`config.mk`:
```
export PLATFORM = sky130hd
export DESIGN_NAME = exti_line_ctrl
export DESIGN_NICKNAME = d
export VERILOG_FILES = /design/src/rtl/exti_line_ctrl.sv
export SDC_FILE = /design/constraint.sdc
export NUM_CORES = 1
export LEC_CHECK = 0
export BUFFER_PORTS_ARGS = -buffer_cell sky130_fd_sc_hd__buf_4
export CORE_MARGIN = 1.5
export CORE_UTILIZATION = 53
export DETAILED_ROUTE_END_ITERATION = 8
export PLACE_DENSITY_LB_ADDON = 0.08
export REMOVE_ABC_BUFFERS = 1
export SLEW_MARGIN = 20
export SYNTH_ARGS = -nofsm -noshare
export SYNTH_HDL_FRONTEND = slang
export SYNTH_SLANG_ARGS = --single-unit
```
`constraint.sdc`:
```
create_clock -name clk -period 2 [get_ports clk]
set_input_delay 0.4 -clock clk [delete_from_list [all_inputs] [get_ports clk]]
set_output_delay 0.4 -clock clk [all_outputs]
set_load 0.03 [all_outputs]
```
`src/rtl/exti_line_ctrl.sv`:
```
module exti_line_ctrl #(
  parameter int NLINES = 16,
  parameter int NPORTS = 7,
  parameter int SEL_W  = 4,
  parameter int ADDR_W = 4
) (
  input  logic                     clk,
  input  logic                     rst_n,
  input  logic [NPORTS*NLINES-1:0] port_pins,
  input  logic                     wr_en,
  input  logic [ADDR_W-1:0]        addr,
  input  logic [NLINES-1:0]        wdata,
  output logic [NLINES-1:0]        rdata,
  output logic [NLINES-1:0]        irq,
  output logic [NLINES-1:0]        evt
);
  localparam int NSELREG = (NLINES * SEL_W) / NLINES;
  localparam logic [ADDR_W-1:0] A_IMASK = ADDR_W'(NSELREG);
  localparam logic [ADDR_W-1:0] A_EMASK = ADDR_W'(NSELREG + 1);
  localparam logic [ADDR_W-1:0] A_RISE  = ADDR_W'(NSELREG + 2);
  localparam logic [ADDR_W-1:0] A_FALL  = ADDR_W'(NSELREG + 3);
  localparam logic [ADDR_W-1:0] A_SWTRG = ADDR_W'(NSELREG + 4);
  localparam logic [ADDR_W-1:0] A_PEND  = ADDR_W'(NSELREG + 5);

  logic [NPORTS*NLINES-1:0] sync1, sync2;
  logic [NLINES*SEL_W-1:0]  sel_q, sel_last;
  logic [NLINES-1:0] imask_q, emask_q, rise_q, fall_q, pend_q, evt_q, prev_q;
  logic [NLINES-1:0] cur, sel_chg, hit, sw_set, clr;

  genvar n;
  generate
    for (n = 0; n < NLINES; n++) begin : g_line
      logic lvl;
      always_comb begin
        lvl = 1'b0;
        for (int p = 0; p < NPORTS; p++)
          if (sel_q[n*SEL_W +: SEL_W] == SEL_W'(p)) lvl = sync2[p*NLINES + n];
      end
      assign cur[n]     = lvl;
      assign sel_chg[n] = sel_q[n*SEL_W +: SEL_W] != sel_last[n*SEL_W +: SEL_W];
    end
  endgenerate

  assign hit    = ((cur & ~prev_q & rise_q) | (~cur & prev_q & fall_q)) & ~sel_chg;
  assign sw_set = (wr_en && addr == A_SWTRG) ? wdata : '0;
  assign clr    = (wr_en && addr == A_PEND)  ? wdata : '0;

  always_ff @(posedge clk or negedge rst_n) begin
    if (!rst_n) begin
      sync1    <= '0;
      sync2    <= '0;
      prev_q   <= '0;
      sel_last <= '0;
      pend_q   <= '0;
      evt_q    <= '0;
    end else begin
      sync1    <= port_pins;
      sync2    <= sync1;
      prev_q   <= cur;
      sel_last <= sel_q;
      pend_q   <= (pend_q & ~clr) | ((hit | sw_set) & imask_q);
      evt_q    <= hit & emask_q;
    end
  end

  always_ff @(posedge clk or negedge rst_n) begin
    if (!rst_n) begin
      sel_q   <= '0;
      imask_q <= '0;
      emask_q <= '0;
      rise_q  <= '0;
      fall_q  <= '0;
    end else if (wr_en) begin
      for (int r = 0; r < NSELREG; r++)
        if (addr == ADDR_W'(r)) sel_q[r*NLINES +: NLINES] <= wdata;
      if (addr == A_IMASK) imask_q <= wdata;
      if (addr == A_EMASK) emask_q <= wdata;
      if (addr == A_RISE)  rise_q  <= wdata;
      if (addr == A_FALL)  fall_q  <= wdata;
    end
  end

  always_comb begin
    rdata = '0;
    for (int r = 0; r < NSELREG; r++)
      if (addr == ADDR_W'(r)) rdata = sel_q[r*NLINES +: NLINES];
    case (addr)
      A_IMASK: rdata = imask_q;
      A_EMASK: rdata = emask_q;
      A_RISE:  rdata = rise_q;
      A_FALL:  rdata = fall_q;
      A_PEND:  rdata = pend_q;
      default: ;
    endcase
  end

  assign irq = pend_q;
  assign evt = evt_q;
endmodule


```
==> out/metrics.cfg, run 1 <==
[outcome]
status=complete, but fails checks
violations=setup timing

[clock_network]
clockBufferDepth=3
htreeDepth=2
clkLatencyLatePin_ns=0.55
cts.reportedPaths.clkPinSlew_ns=0.06
cts_root_buffer=clkbuf_16
cts_tree=done
cts_sinks=464
numCtsBuffers=47

[detailed_routing]
vias=11200
wl_um=41600
route.detailed.drc=0
wire_per_inst_um=20.1
ant_nets=0
viasPerCell=5.39
drt_iter0_markers=675
first_pass_iters=5

[timing]
tightest_slew_ns=0.526
slew_viol_final=0
fin_crit_sh=1.23
setup_ws_ns=-0.454
max_freq_mhz=407
worst_slew_margin_rel=0.646
tns_ns=-3.60
min_period_ns=2.45
fin_hold_ws_ns=0.170
hold_viol=0
fin_skew_ns=0.0106
setup_viol=16
rsz0062_at_grt=yes

[pwr]
vdd_ir_drop_max_uv=820
leakage_uw=0.0107
p_per_area_nw_per_um2=1110

[synth]
synth_cell_types=51
synth.top_cells.by_area=dfrtp_1 (67%), mux2_2 (8.4%), xor2_1 (3.2%)
synth_area_per_cell_um2=15.3
async_flop_share=1.00
synth_warnings=0
synth-edff-count=0
syn_inst=1127
synth_common_cells=dfrtp_1 (464), mux2_2 (129), xor2_1 (64)
netlist.top_cell.by_area=dfrtp_1
yosysMostFrequentCell=dfrtp_1
ys_seq_area_frac=0.673
yosysTopAreaCellShare=0.673
syn_area_um2=17300
synthFlopType=dfrtp_1
ys_ff_latch=464

[final_layout]
finalNetCount=1737
syn_to_final_growth_pct=36.1
drive_above_1_share=0.440
nFillCells=2094

[grt]
first_global_vias=11700
grt_use_total=0.255
grt-ovfl-total=0
antenna_found_initial=1
grt_max_degree=79
grt_pass1_wl_um=65600

[worst_setup_path]
cp_data_arrival_time_ns=2.05
slowest_delay_ns=0.50
cp_data_required_time_ns=1.60
end_kind=output port
path_cells=mux4_2 -> nor2_2 -> a211oi_1 -> a221o_1 -> buf_6
worst_setup_path_start_kind=flop
cpLargestDelayFamily=multiplexers
critical_path.slowest_cell=mux4_2
crit_buf_inv=1
path_class=flop to output port
crit_fanout=2

[floorplan]
core_area_um2=31800
fp.dieH_um=183
top_level_ports=183
row_count=65
dieArea_um2=33700
die_w_um=183
start_util=0.543

[placement]
dp_hpwl_um=27600
gp_congestion=0.863
place_ws_ns=-0.293
numPortBuffers=182

[min_path]
min_path_type=input pin to flop

[flow_run]
max_cap_viol_count=0

==> where the power goes <==
group / switching, µW / leakage [µW] / internal (µW)
Sequential: 1140 / 0.00553 / 10800
Combinational: 2490 / 0.00441 / 2880
Clock: 3450 / 0.000769 / 5290
==> timing repair <==
action / in CTS / in global routing
setup buffers: 41 / 18
resized for setup: 75 / 29
hold buffers: 113 / 0
pin swaps: 24 / 15
setup endpoints to repair: 16 / 20
endpoints found under the hold margin: 137 / 0
gates cloned: 0 / 0
==> final timing paths <==
kind,start,end,slack (ns),cells after the start
worst max-delay path,sel_q[38]$_DFFE_PN0P_,rdata[6],-0.45,5
worst min-delay path,wdata[10],sel_q[42]$_DFFE_PN0P_,0.17,2
max in group asynchronous,rst_n,sel_q[50]$_DFFE_PN0P_,0.90,4
worst min register to register,sync1[101]$_DFF_PN0_,sync2[101]$_DFF_PN0_,0.34,0
min in group asynchronous,rst_n,sync1[47]$_DFF_PN0_,0.34,2
worst max register to register,sel_q[4]$_DFFE_PN0P_,evt[1]$_DFF_PN0_,0.08,6
==> area by class of cell <==
cell class | instances | area [µm²] | share of cell area
Multi-Input combinational cell | 598 | 5530 | 0.235
Antenna cell | 1 | 2.50 | 0.000106
Clock inverter | 10 | 131 | 0.00559
Sequential cell | 464 | 11700 | 0.496
Tap cell | 435 | 544 | 0.0232
Timing Repair Buffer | 475 | 4150 | 0.177
Inverter | 16 | 62.6 | 0.00266
Clock buffer | 72 | 1430 | 0.0609
==> worst reg2reg max path, stage by stage (launching register included) <==
cell      delay, ns
dfrtp_1        0.38
buf_4          0.15
mux4_2         0.32
nor2_1         0.05
a211oi_2       0.31
mux2_2         0.40
nor2b_2        0.21
==> per-stage QoR <==
step	instances	instance area [µm²]	total power, µW	util
3_5_place_dp	1817	20000	16600	0.630
4_1_cts	2052	23300	26100	0.732
2_1_floorplan	1078	17000	14500	-
5_1_grt	2071	23500	27200	0.739
6_report	2071	23500	26100	0.739
3_3_place_gp	1817	20000	16500	0.630
==> metal layers <==
layer  vias up  routed length, µm  global-route usage
li1       4993                  -                   -
met1      5773              18100               0.354
met2       320              20400               0.420
met3        76               2020              0.0366
met4         0               1170              0.0816
met5         -                  0                   0
==> sequential cells by signal, indices dropped and copies added (netlist names) <==
name and cells:
prev_q 16, sync1 112, imask_q 16, sel_q 64, sync2 112, fall_q 16, sel_last 64, rise_q 16
irq 16, evt 16, emask_q 16
==> cell usage in the layout, fill, tap and decap left out, types with 14 or more instances in the layout <==
cell type,count
nor2_1,34
clkbuf_16,49
nand2_1,26
nor2b_1,29
o21ai_1,20
buf_4,325
buf_12,18
xor2_1,64
nand3b_1,16
dfrtp_2,32
mux2_4,24
dfrtp_1,432
a211oi_1,17
mux2_2,127
a31o_2,16
a32oi_1,14
mux4_2,21
nand3_1,14
dlygate4sd3_1,113
nand2b_1,18
inv_1,14
buf_6,18
==> logic make-up after synthesis <==
family,count (synthesis),share of synthesized area
DFF,464,0.673
AOI/OAI and AO/OA,159,0.0712
and+or+nand+nor,184,0.0602
buffers and inverters,65,0.0196
xor gates and xnor gates,64,0.0325
muxes,191,0.144
Note: power is estimated with default switching activity, not from simulation.
==> run 2: changes to the inputs <==
- MAX_ROUTING_LAYER: default -> met4
==> out/metrics.cfg, run 2 (synthesized netlist as in run 1, its figures left out) <==
[pwr]
finalPower_uw=26100
leakage_uw=0.0107
vdd_ir_drop_max_uv=820
p_per_area_nw_per_um2=1110

[clock_network]
cts.reportedPaths.clkPinSlew_ns=0.06
clkLatencyLatePin_ns=0.55
numCtsBuffers=47
cts_root_buffer=clkbuf_16
clockBufferDepth=3
htreeDepth=2
cts_tree=done
cts_sinks=464

[placement]
place_area_um2=20000
dp_hpwl_um=27600
numPortBuffers=182
gp_congestion=0.877

[min_path]
worstHoldStart=wdata[10]
worstHoldPathCells=2
min_path_type=input pin to flop
hold_path_end=sel_q[42]$_DFFE_PN0P_

[worst_setup_path]
worst_setup_path_start_kind=flop
ff2ff_setup_slack_ns=0.08
r2r_end=evt[1]$_DFF_PN0_
slowest_delay_ns=0.51
cp_data_required_time_ns=1.60
crit_buf_inv=1
path_cells=mux4_2 -> nor2_2 -> a211oi_1 -> a221o_1 -> buf_6
rr_worst_depth=6
critical_path.slowest_cell=mux4_2
crit_fanout=2
end_kind=output port
cpLargestDelayFamily=multiplexers
path_class=flop to output port
cp_data_arrival_time_ns=2.06
r2r_start=sel_q[4]$_DFFE_PN0P_

[grt]
grt_use_total=0.263
grt-ovfl-total=0
first_global_vias=11700
grt_pass1_wl_um=65700
antenna_found_initial=1
grt_max_degree=79

[final_layout]
syn_to_final_growth_pct=36.1
final_cell_mix=dfrtp_1 (432), buf_4 (325), mux2_2 (127)
drive_above_1_share=0.440
regArea_um2=11700
fin_area_um2=23500
final_common_cell=dfrtp_1
nFillCells=2099
finalNetCount=1737
final_core_util=0.739
multi_input_area_um2=5530
top_regs=sync1: 112 flops, sync2: 112 flops

[outcome]
status=complete, but fails checks
violations=setup timing

[flow_run]
max_cap_viol_count=0

[detailed_routing]
ant_nets=0
first_pass_iters=5
route.detailed.drc=0
vias=11100
wl_um=41600
viasPerCell=5.36
drt_iter0_markers=688
wire_per_inst_um=20.1

[floorplan]
start_util=0.543
die_w_um=183
row_count=65
core_area_um2=31800
fp.dieH_um=183
top_level_ports=183
dieArea_um2=33700

[timing]
rsz0062_at_grt=yes
tns_ns=-3.62
slew_viol_final=0
min_period_ns=2.46
hold_viol=0
fin_skew_ns=0.00865
max_freq_mhz=406
worst_slew_margin_rel=0.651
tightest_slew_ns=0.519
setup_ws_ns=-0.461
fin_crit_sh=1.23
fin_hold_ws_ns=0.171
setup_viol=16

run 2: cell counts in the layout (fill, tap and decap cells not counted):
No cell type changed its count.
run 2: how the worst max path moves through the flow:
stage               cells after the start  slack (ns)  endpoint             startpoint
global route                            5       -0.54  rdata[6]  sel_q[38]$_DFFE_PN0P_
finish                                  5       -0.46  rdata[6]  sel_q[38]$_DFFE_PN0P_
floorplan                               5       -0.06  rdata[3]                addr[3]
detailed placement                      9       -0.29  rdata[1]                addr[1]
CTS                                     5       -0.49  rdata[6]  sel_q[38]$_DFFE_PN0P_
global placement                        8       -0.27  rdata[1]                addr[1]
run 2: where the power goes:
group / internal, µW / leakage (µW) / switching, µW
Sequential: 10800 / 0.00553 / 1140
Clock: 5290 / 0.000769 / 3460
Combinational: 2880 / 0.00441 / 2490
Total: 19000 / 0.0107 / 7080
run 2: final cells by class:
type	instances	share of cell area
well taps	435	0.0232
diodes	1	0.000106
repair buffers	475	0.177
multi-input cells	598	0.235
clock inverters	10	0.00559
clock buffers	72	0.0609
flip-flops and latches	464	0.496
inverters	16	0.00266
run 2: repair_timing:
action	4_1_cts	5_1_grt
endpoints found under the hold margin	137	0
setup buffers	41	18
hold buffers	113	0
pin swaps	24	15
cloned	0	0
resized for setup	75	29
setup endpoints to repair	16	20
run 2: metrics by stage:
| stage | cells | worst slack [ns] |
|---|---|---|
| 4_1_cts | 2052 | -0.488 |
| 5_1_grt | 2071 | -0.537 |
| 2_1_floorplan | 1078 | -0.0567 |
| 3_3_place_gp | 1817 | -0.268 |
| 6_report | 2071 | -0.461 |
| 3_5_place_dp | 1817 | -0.293 |
run 2: metal layers:
layer  vias up  GRT usage  wire length, µm
met5         -          -                0
met4         0     0.0800             1050
met3        70     0.0355             1720
met2       288      0.421            20500
met1      5748      0.354            18400
li1       4997          -                -
